<file path="config.mk">
export PLATFORM = sky130hd
export DESIGN_NAME = vec_prio_core
export DESIGN_NICKNAME = d
export VERILOG_FILES = /design/src/rtl/vpc_pkg.sv /design/src/rtl/vpc_hi_find.sv /design/src/rtl/vpc_vecbank.sv /design/src/rtl/vec_prio_core.sv
export SDC_FILE = /design/constraint.sdc
export NUM_CORES = 2
export LEC_CHECK = 0
export BUFFER_PORTS_ARGS = -buffer_cell sky130_fd_sc_hd__buf_2
export CORE_ASPECT_RATIO = 0.7
export CORE_MARGIN = 2
export CORE_UTILIZATION = 48
export DETAILED_ROUTE_END_ITERATION = 12
export PLACE_DENSITY_LB_ADDON = 0.15
export SKIP_CTS_REPAIR_TIMING = 1
export SLEW_MARGIN = 25
export SYNTH_ARGS = -nofsm -noshare
export SYNTH_HDL_FRONTEND = slang
export SYNTH_HIERARCHICAL = 1
export SYNTH_SLANG_ARGS = --single-unit
</file>
<file path="constraint.sdc">
create_clock -name clk -period 5.8 [get_ports clk]
set_clock_uncertainty 0.05 [all_clocks]
set_input_delay 1.74 -clock clk [delete_from_list [all_inputs] [get_ports clk]]
set_output_delay 1.74 -clock clk [all_outputs]
set_load 0.01 [all_outputs]
</file>
<file path="src/rtl/vpc_pkg.sv">
package vpc_pkg;

  localparam int unsigned VEC_W   = 8;
  localparam int unsigned CLS_W   = 4;
  localparam int unsigned SVR_W   = 9;

  // word indices of the register port
  localparam logic [7:0] IDX_TPR = 8'h08;
  localparam logic [7:0] IDX_PPR = 8'h0A;
  localparam logic [7:0] IDX_EOI = 8'h0B;
  localparam logic [7:0] IDX_SVR = 8'h0F;
  localparam logic [4:0] GRP_ISR = 5'b00010;  // 0x10..0x17
  localparam logic [4:0] GRP_TMR = 5'b00011;  // 0x18..0x1F
  localparam logic [4:0] GRP_IRR = 5'b00100;  // 0x20..0x27

  // processor priority from task priority and top in-service vector
  function automatic logic [VEC_W-1:0] calc_ppr(input logic [VEC_W-1:0] tpr,
                                                input logic             isr_any,
                                                input logic [VEC_W-1:0] isr_top);
    logic [CLS_W-1:0] icls;
    icls = isr_any ? isr_top[VEC_W-1 -: CLS_W] : '0;
    if (tpr[VEC_W-1 -: CLS_W] >= icls) return tpr;
    return {icls, {(VEC_W-CLS_W){1'b0}}};
  endfunction

  // should the line to the processor be raised
  function automatic logic line_wanted(input logic             en,
                                       input logic             irr_any,
                                       input logic [VEC_W-1:0] irr_top,
                                       input logic [VEC_W-1:0] ppr);
    if (!en || !irr_any) return 1'b0;
    if (ppr == '0) return 1'b1;
    return irr_top[VEC_W-1 -: CLS_W] > ppr[VEC_W-1 -: CLS_W];
  endfunction

  // acknowledge answered with the spurious vector
  function automatic logic ack_refused(input logic             en,
                                       input logic             irr_any,
                                       input logic [VEC_W-1:0] irr_top,
                                       input logic [VEC_W-1:0] tpr);
    if (!en || !irr_any) return 1'b1;
    return (tpr != '0) && (irr_top <= tpr);
  endfunction

endpackage

</file>
<file path="src/rtl/vpc_hi_find.sv">
module vpc_hi_find #(
  parameter int unsigned N  = 256,
  localparam int unsigned IW = $clog2(N)
) (
  input  logic [N-1:0]  bits_i,
  output logic          any_o,
  output logic [IW-1:0] idx_o
);
  always_comb begin
    any_o = 1'b0;
    idx_o = '0;
    for (int i = 0; i < N; i++) begin
      if (bits_i[i]) begin
        any_o = 1'b1;
        idx_o = IW'(i);
      end
    end
  end
endmodule

</file>
<file path="src/rtl/vpc_vecbank.sv">
module vpc_vecbank #(
  parameter int unsigned NVEC = 256,
  localparam int unsigned IW  = $clog2(NVEC)
) (
  input  logic            clk,
  input  logic            rst_n,
  input  logic            set_en,
  input  logic [IW-1:0]   set_vec,
  input  logic            set_level,
  input  logic            take_en,
  input  logic [IW-1:0]   take_vec,
  input  logic            retire_en,
  input  logic [IW-1:0]   retire_vec,
  output logic [NVEC-1:0] irr_o,
  output logic [NVEC-1:0] isr_o,
  output logic [NVEC-1:0] tmr_o
);
  logic [NVEC-1:0] irr_nx, isr_nx, tmr_nx;

  for (genvar g = 0; g < NVEC; g++) begin : g_bit
    logic hit_set, hit_take, hit_ret;
    assign hit_set  = set_en    && (set_vec    == IW'(g));
    assign hit_take = take_en   && (take_vec   == IW'(g));
    assign hit_ret  = retire_en && (retire_vec == IW'(g));
    // a new request wins over the acknowledge that clears the same bit
    assign irr_nx[g] = (irr_o[g] && !hit_take) || hit_set;
    assign isr_nx[g] = (isr_o[g] || hit_take) && !hit_ret;
    assign tmr_nx[g] = hit_set ? set_level : tmr_o[g];
  end

  always_ff @(posedge clk or negedge rst_n) begin
    if (!rst_n) begin
      irr_o <= '0;
      isr_o <= '0;
      tmr_o <= '0;
    end else begin
      irr_o <= irr_nx;
      isr_o <= isr_nx;
      tmr_o <= tmr_nx;
    end
  end
endmodule

</file>
<file path="src/rtl/vec_prio_core.sv">
module vec_prio_core
  import vpc_pkg::*;
#(
  parameter int unsigned NVEC   = 256,
  parameter int unsigned WORD_W = 32,
  parameter int unsigned ADDR_W = 8,
  localparam int unsigned IW    = $clog2(NVEC),
  localparam int unsigned NWORD = NVEC / WORD_W,
  localparam int unsigned WSEL  = $clog2(NWORD)
) (
  input  logic              clk,
  input  logic              rst_n,
  input  logic              req_valid,
  input  logic [IW-1:0]     req_vector,
  input  logic              req_level,
  input  logic              ack_req,
  output logic              ack_done,
  output logic [IW-1:0]     ack_vector,
  input  logic              reg_wr,
  input  logic [ADDR_W-1:0] reg_addr,
  input  logic [WORD_W-1:0] reg_wdata,
  output logic [WORD_W-1:0] reg_rdata,
  output logic              irq_out
);
  logic [NVEC-1:0]  irr_q, isr_q, tmr_q;
  logic [IW-1:0]    tpr_q;
  logic [SVR_W-1:0] svr_q;
  logic             irr_any, isr_any;
  logic [IW-1:0]    irr_top, isr_top;
  logic [IW-1:0]    ppr;

  // named internal events
  logic             unit_en;
  logic             ack_spur;
  logic             ack_take;
  logic             eoi_fire;
  logic             irq_nx;

  vpc_hi_find #(.N(NVEC)) u_irr_find (.bits_i(irr_q), .any_o(irr_any), .idx_o(irr_top));
  vpc_hi_find #(.N(NVEC)) u_isr_find (.bits_i(isr_q), .any_o(isr_any), .idx_o(isr_top));

  assign unit_en  = svr_q[SVR_W-1];
  assign ppr      = calc_ppr(tpr_q, isr_any, isr_top);
  assign ack_spur = ack_refused(unit_en, irr_any, irr_top, tpr_q);
  assign ack_take = ack_req && !ack_spur;
  assign eoi_fire = reg_wr && (reg_addr == IDX_EOI);
  assign irq_nx   = line_wanted(unit_en, irr_any, irr_top, ppr);

  vpc_vecbank #(.NVEC(NVEC)) u_bank (
    .clk        (clk),
    .rst_n      (rst_n),
    .set_en     (req_valid),
    .set_vec    (req_vector),
    .set_level  (req_level),
    .take_en    (ack_take),
    .take_vec   (irr_top),
    .retire_en  (eoi_fire && isr_any),
    .retire_vec (isr_top),
    .irr_o      (irr_q),
    .isr_o      (isr_q),
    .tmr_o      (tmr_q)
  );

  always_ff @(posedge clk or negedge rst_n) begin
    if (!rst_n) begin
      tpr_q      <= '0;
      svr_q      <= {1'b0, {(SVR_W-1){1'b1}}};
      irq_out    <= 1'b0;
      ack_done   <= 1'b0;
      ack_vector <= '0;
    end else begin
      if (reg_wr && reg_addr == IDX_TPR) tpr_q <= reg_wdata[IW-1:0];
      if (reg_wr && reg_addr == IDX_SVR) svr_q <= reg_wdata[SVR_W-1:0];
      irq_out  <= irq_nx;
      ack_done <= ack_req;
      if (ack_req) ack_vector <= ack_spur ? svr_q[IW-1:0] : irr_top;
    end
  end

  // register read port
  logic [WSEL-1:0] rd_word;
  assign rd_word = reg_addr[WSEL-1:0];

  always_comb begin
    reg_rdata = '0;
    case (reg_addr)
      IDX_TPR: reg_rdata = WORD_W'(tpr_q);
      IDX_PPR: reg_rdata = WORD_W'(ppr);
      IDX_SVR: reg_rdata = WORD_W'(svr_q);
      default: begin
        if (reg_addr[ADDR_W-1:WSEL] == GRP_ISR) reg_rdata = isr_q[rd_word*WORD_W +: WORD_W];
        if (reg_addr[ADDR_W-1:WSEL] == GRP_TMR) reg_rdata = tmr_q[rd_word*WORD_W +: WORD_W];
        if (reg_addr[ADDR_W-1:WSEL] == GRP_IRR) reg_rdata = irr_q[rd_word*WORD_W +: WORD_W];
      end
    endcase
  end

  // ---------------- assertions ----------------
  a_r2_req_lands: assert property (@(posedge clk) disable iff (!rst_n)
    req_valid |=> irr_q[$past(req_vector)] && (tmr_q[$past(req_vector)] == $past(req_level)));

  a_r4_ppr_floor: assert property (@(posedge clk) disable iff (!rst_n)
    ppr >= tpr_q);

  a_r5_line_needs_enable: assert property (@(posedge clk) disable iff (!rst_n)
    irq_out |-> $past(unit_en) && $past(irr_any));

  a_r6_ack_answered: assert property (@(posedge clk) disable iff (!rst_n)
    ack_req |=> ack_done);

  a_r6_take_to_service: assert property (@(posedge clk) disable iff (!rst_n)
    ack_take |=> isr_q[$past(irr_top)]);

  a_r7_spurious_keeps_irr: assert property (@(posedge clk) disable iff (!rst_n)
    (ack_req && ack_spur && !req_valid) |=> $stable(irr_q));

  a_r8_eoi_retires_one: assert property (@(posedge clk) disable iff (!rst_n)
    (eoi_fire && isr_any && !ack_take) |=> ($countones(isr_q) + 1 == $past($countones(isr_q))));

  a_r8_eoi_empty_noop: assert property (@(posedge clk) disable iff (!rst_n)
    (eoi_fire && !isr_any && !ack_take) |=> $stable(isr_q));

endmodule

</file>
=== After elaboration in Yosys (flattened, before gate mapping) ===
Index checks and enable logic that the tools add are counted.

* Bits of input ports: 54
* Flip-flop bits (word level): 795
* Output and inout port bits: 42
* Logic and storage cells: 4,400

* Shift operators: 3
* $lt $le $gt $ge: 3
* Equality and inequality tests: 772
* Muxes and demuxes: 1,040
* Reductions and logical operators: 2,319

{| class="wikitable"
|+ Operators by type and width
! kind !! count
|-
| 8-bit equality test, second input constant || 384
|-
| 8-bit two-way mux || 259
|-
| 8-bit by 7-bit equality test with 1-bit output, second input constant || 192
|-
| 1-bit logical AND || 1,286
|-
| 7-bit two-way mux || 128
|-
| 8-bit by 6-bit equality test with 1-bit output, second input constant || 96
|-
| 256-bit by 9-bit indexed part select with 32-bit output || 3
|-
| 1-bit two-way mux || 524
|-
| 1-bit zero test || 515
|-
| 1-bit logical OR || 513
|-
| 8-bit by 5-bit equality test with 1-bit output, second input constant || 48
|-
| 6-bit two-way mux || 64
|-
| 8-bit by 4-bit equality test with 1-bit output, second input constant || 28
|-
| 5-bit two-way mux || 32
|-
| 8-bit by 3-bit equality test with 1-bit output, second input constant || 12
|-
| 32-bit two-way mux || 3
|-
| 32-bit one-hot mux with 3 select lines || 1
|-
| 4-bit two-way mux || 17
|-
| 8-bit by 2-bit equality test with 1-bit output, second input constant || 6
|-
| 8-bit zero test || 4
|-
| 8-bit by 1-bit equality test with 1-bit output, second input constant || 3
|-
| 3-bit two-way mux || 8
|-
| 5-bit by 2-bit equality test with 1-bit output, second input constant || 2
|-
| 8-bit <= comparator || 1
|-
| 5 further kinds || 8
|}

=== Logic depth before layout (Yosys ltp) ===
* Depth after elaboration: 266
* Gate-level depth with buffers: 20
* Depth with buffers taken out: 20

=== By module ===
The synthesis kept the hierarchy.

{| class="wikitable"
|+ Modules (own cells, without submodules)
! module !! instances !! cells each !! seq. area each (um^2) !! area each (um^2)
|-
| vpc_vecbank || 1 || 2,816 || 19,218.4 || 32,623.8
|-
| vec_prio_core || 1 || 619 || 685.7 || 7,816.2
|-
| vpc_hi_find || 2 || 601 || 0.0 || 3,344.5
|}

=== Least setup slack after synthesis ===
No wires, ideal clock.

* Kind: flip-flop to output port
* Start point: reg u_bank.isr_o[208]
* End point: out reg_rdata[6]
* Data required time: 4,010 ps
* Slack: 557 ps
* Cell stages (with the launch flop): 13
* Path buffers: 0
* Data arrival time: 3,453 ps
* Path through: dfrtp_1 nor4_1 and3_2 nand3_1 nor4_1 nand4_1 and2_1 ha_1 o21ai_0 a21oi_2 mux2_2 o221ai_1 and3_1

* Longest elaborated chain between the ends: 53
* Elaborated cells between the ends (all ways): 101
* Classes of those cells: order compare (1); mux (100)

{| class="wikitable"
|+ Ends and longest elaborated chain
! what !! RTL line !! text
|-
| start: declaration || vpc_vecbank.sv:15 || <nowiki>output logic [NVEC-1:0] isr_o,</nowiki>
|-
| start signal: assignment || vpc_vecbank.sv:38 || <nowiki>isr_o <= isr_nx;</nowiki>
|-
| 1-bit two-way mux (*) (48 in series) || vpc_hi_find.sv:13 || <nowiki>if (bits_i[i]) begin</nowiki>
|-
| via isr_any || vec_prio_core.sv:28 || <nowiki>logic irr_any, isr_any;</nowiki>
|-
| 4-bit two-way mux (*) || vpc_pkg.sv:21 || <nowiki>icls = isr_any ? isr_top[VEC_W-1 -: CLS_W] : '0;</nowiki>
|-
| 4-bit >= comparator || vpc_pkg.sv:22 || <nowiki>if (tpr[VEC_W-1 -: CLS_W] >= icls) return tpr;</nowiki>
|-
| 1-bit two-way mux || vpc_pkg.sv:22 ||
|-
| 8-bit two-way mux (*) || vpc_pkg.sv:23 || <nowiki>return {icls, {(VEC_W-CLS_W){1'b0}}};</nowiki>
|-
| 32-bit one-hot mux with 3 select lines (*) || vec_prio_core.sv:86 || <nowiki>case (reg_addr)</nowiki>
|-
| end: declaration || vec_prio_core.sv:22 || <nowiki>output logic [WORD_W-1:0] reg_rdata,</nowiki>
|}

The timed path passes the listed nets; every way through them passes the cells marked *.

=== Worst setup path after layout ===
* Start point: reg u_bank.isr_o[95]
* End point: out reg_rdata[7]

* Longest elaborated chain between the ends: 166
* Elaborated cells between the ends (all ways): 327
* Classes of those cells: order compare (1); mux (326)

{| class="wikitable"
|+ Ends and longest elaborated chain
! what !! RTL line !! text
|-
| 7-bit two-way mux (33 in series) || vpc_hi_find.sv:13 ||
|-
| 8-bit two-way mux (128 in series) || vpc_hi_find.sv:13 ||
|-
| via isr_top[5] || vec_prio_core.sv:29 || <nowiki>logic [IW-1:0] irr_top, isr_top;</nowiki>
|-
| 4-bit two-way mux || vpc_pkg.sv:21 ||
|-
| 4-bit >= comparator || vpc_pkg.sv:22 ||
|-
| 1-bit two-way mux || vpc_pkg.sv:22 ||
|-
| 8-bit two-way mux || vpc_pkg.sv:23 ||
|-
| 32-bit one-hot mux with 3 select lines || vec_prio_core.sv:86 ||
|}

The timed path passes the listed nets, and every way through them passes these cells.

==> impl_results.md <==
* Fraction of registers with async set or reset after synthesis at 1.00
* Mapped Cells at 4637
* Count of state elements after synthesis at 795
* Count of nets after finishing at 5363
* Fin crit share at 1.10
* Slew margin rel. at 0.227
* Required time at the worst-slack endpoint at 4.01 ns
* Number of clock sinks at 795
* Fraction of the core area covered by cells at the end of the flow at 0.596
* Final non-filler cell area at 58200 um^2
* Lkg Pwr at 26.6 nW
* Number of maximum-capacitance violations at 0
* Placement row count at 96
* Core region area at 97700 um^2
* Synth warnings at 6
* Library cell used as clock root buffer: clkbuf_16
* Hold Vio Cnt, Final at 0
* Startpoint type of the worst setup path: flop
* Slack of the worst reg-to-reg path at -0.02 ns
* Number of primary I/O pins at 96
* Clock buffers created by TritonCTS at 84
* Post-route DRC violation count at 0
* Final-layout setup total negative slack at -4.11 ns
* Minimum setup slack in the final design at -0.552 ns
* Worst-case clock buffer depth at 3
* TritonRoute pass-1 iters at 7
* Total global routing track utilization at 0.497
* Grt total ovfl at 0
* Final max-slew violation count at 0
* RR Startpoint: u_bank/irr_o[92]
* Hold worst-path end: u_bank/tmr_o[130]
* Sequential share of the synthesized area at 0.422
* Worst-skew pair later-pin latency at 0.72 ns
* Height of the die at 266 um
* Share of post-route cells with drive strength above 1 at 0.327
* Max frequency at 0.157 GHz
* Critical path fanouts, max at 2
* Reg2reg path depth at 21
* Leading cell type in the layout, fill and taps excluded: buf_4
* Routed vias/inst at 7.35
* Leading area contributor after synthesis: dfrtp_1
* Clock period minus final worst setup slack at 6.35 ns
* Avg Cell Area, Syn at 10.2 um^2
* Kind of critical path: flop to primary output
* Worst hold path type: flop to flop
* Final setup violating endpoints at 10
* Number of distinct library cell variants in the gate-level netlist after synthesis at 107
* Signal arrival time at the worst endpoint at 4.56 ns
* Via count of the first global-routing pass at 44500
* Placed standard-cell area at 54800 um^2
* CTS clk-pin slew, worst paths at 0.06 ns
* Top library cells by usage in the layout, fill and taps aside: buf_4 (822), dfrtp_1 (787), nand3_1 (321)
* Pwr/cell area at 242 nW/um^2
* Number of antenna violations at the first check in global routing at 18
* HP Start: u_bank/tmr_o[130]
* Count of nets left with antenna violations after detail routing at 0
* Non-filler instance count after layout at 6690
* First-iteration detailed-routing DRC count at 8896
* Failing checks: negative setup slack
* Worst-case vdd ir drop at 227 uV
* FF-to-FF End: u_bank/isr_o[206]
* Layout area overhead at 23.4%
* Placed wire-length estimate at 196000 um
* Number of H-tree levels at 3
* Mapped Nets at 4707
* Synth top area cells: dfrtp_1 (42%), mux4_2 (8.9%), mux2_2 (6.5%)
* Number of vias after detailed routing at 49200
* Initial standard-cell utilization of the core at 0.483
* Die width at 379 um
* Largest net degree at the start of global routing at 133
* # port buffers at 72
* Fraction of synthesized cell area taken by the top area cell type at 0.418
* RSZ-0062 raised after global routing: yes
* Hold path cells at 1
* Main synth FF type: dfrtp_1
* Area of the die at 101000 um^2
* Drt wl/cell at 38.0 um
* Total power at 14.1 mW
* Weighted congestion at the end of routability-driven global placement at 1.11
* Actual transition at the worst max-transition pin at 1.16 ns
* Number of placed instances, taps included at 6524
* CTS tree: yes
* Global-route wire length before repair at 350000 um
* Run status: complete, but fails checks
* Total wirelength of the detailed-routed design at 254000 um
* Crit path capture type: primary output
* Number of flops mapped to enable cells by yosys at 0
* Post-synthesis cell area at 47100 um^2
[Yosys cell counts, drive strengths merged (76+ instances only)]
cell and count:
nor3 316, nor2 254, nand3 326, a21o 87, buf 162, o22ai 76, nand2 161, dfrtp 787
nor4 170, clkbuf 218, a21oi 273, inv 210, o22a 82, mux4 190, o21ai 134, mux2 277
a31oi 185
[worst max-delay path by stage]
stage / start / to / slack, ns
floorplan: u_bank/isr_o[208] / reg_rdata[6] / 0.56
global placement: reg_addr[0] / reg_rdata[23] / -0.15
detailed placement: reg_addr[0] / reg_rdata[23] / -0.15
CTS: u_bank/isr_o[48] / reg_rdata[4] / -0.86
global route: u_bank/isr_o[51] / reg_rdata[7] / -0.72
finish: u_bank/isr_o[95] / reg_rdata[7] / -0.55
[logic make-up (layout without fill, tap and decap cells)]
group | Yosys count | after routing | share of synthesized area
adders and majority gates | 16 | 16 | 0.00425
other | 0 | 7 | 0
AOI/OAI and AO/OA | 1215 | 1215 | 0.176
buffers and inverters | 591 | 1314 | 0.0541
DFF | 795 | 795 | 0.422
muxes | 492 | 492 | 0.163
and+or+nand+nor | 1528 | 1528 | 0.181
[critical path, stage by stage (launching register included)]
cell	delay, ns
dfrtp_1	0.39
nor4_2	0.35
buf_4	0.17
nand2_1	0.08
nor4_2	0.29
buf_4	0.19
o21ai_2	0.10
a21oi_1	0.15
buf_4	0.22
o21ai_0	0.11
nand2b_1	0.12
nand2_2	0.07
ha_2	0.32
o21ai_2	0.06
a21oi_2	0.15
buf_4	0.14
mux2i_1	0.17
buf_4	0.19
a31oi_4	0.11
o31ai_2	0.27
buf_2	0.17
[report_power, final]
part / switching, mW / internal [mW]
logic: 1.48 / 0.863
clock network: 2.53 / 3.15
registers: 0.309 / 5.77
total: 4.32 / 9.78
[metal layers]
metal / vias up / global-route usage / wire length, um / part of all wire
met5: - / 0.0232 / 573 / 0.0023
met4: 20 / 0.195 / 12300 / 0.048
met3: 607 / 0.258 / 47100 / 0.19
met2: 4404 / 0.606 / 92900 / 0.37
met1: 24900 / 0.721 / 101000 / 0.40
li1: 19200 / - / - / -
[per-stage QoR]
| step | worst slack [ns] | hold WS (ns) |
|---|---|---|
| floorplan | 0.557 | 0.403 |
| global placement | -0.150 | 0.417 |
| detailed placement | -0.153 | 0.423 |
| CTS | -0.858 | 0.446 |
| global route | -0.716 | 0.454 |
| finish | -0.552 | 0.442 |
[state kept, by name (all words and copies together), names as in the netlist]
signal and flops:
u_bank/tmr_o 256, irq_out 1, ack_done 1, u_bank/isr_o 256, u_bank/irr_o 256, svr_q 9, tpr_q 8, ack_vector 8
[final cells by class]
class | count | area, um^2
Antenna cell | 7 | 17.5
Clock buffer | 132 | 2490
Clock inverter | 21 | 288
Fill cell | 8361 | 39500
Inverter | 211 | 792
Multi-Input combinational cell | 3251 | 25400
Sequential cell | 795 | 19900
Tap cell | 1323 | 1660
Timing Repair Buffer | 950 | 7650
(Power assumes the default switching activity.)
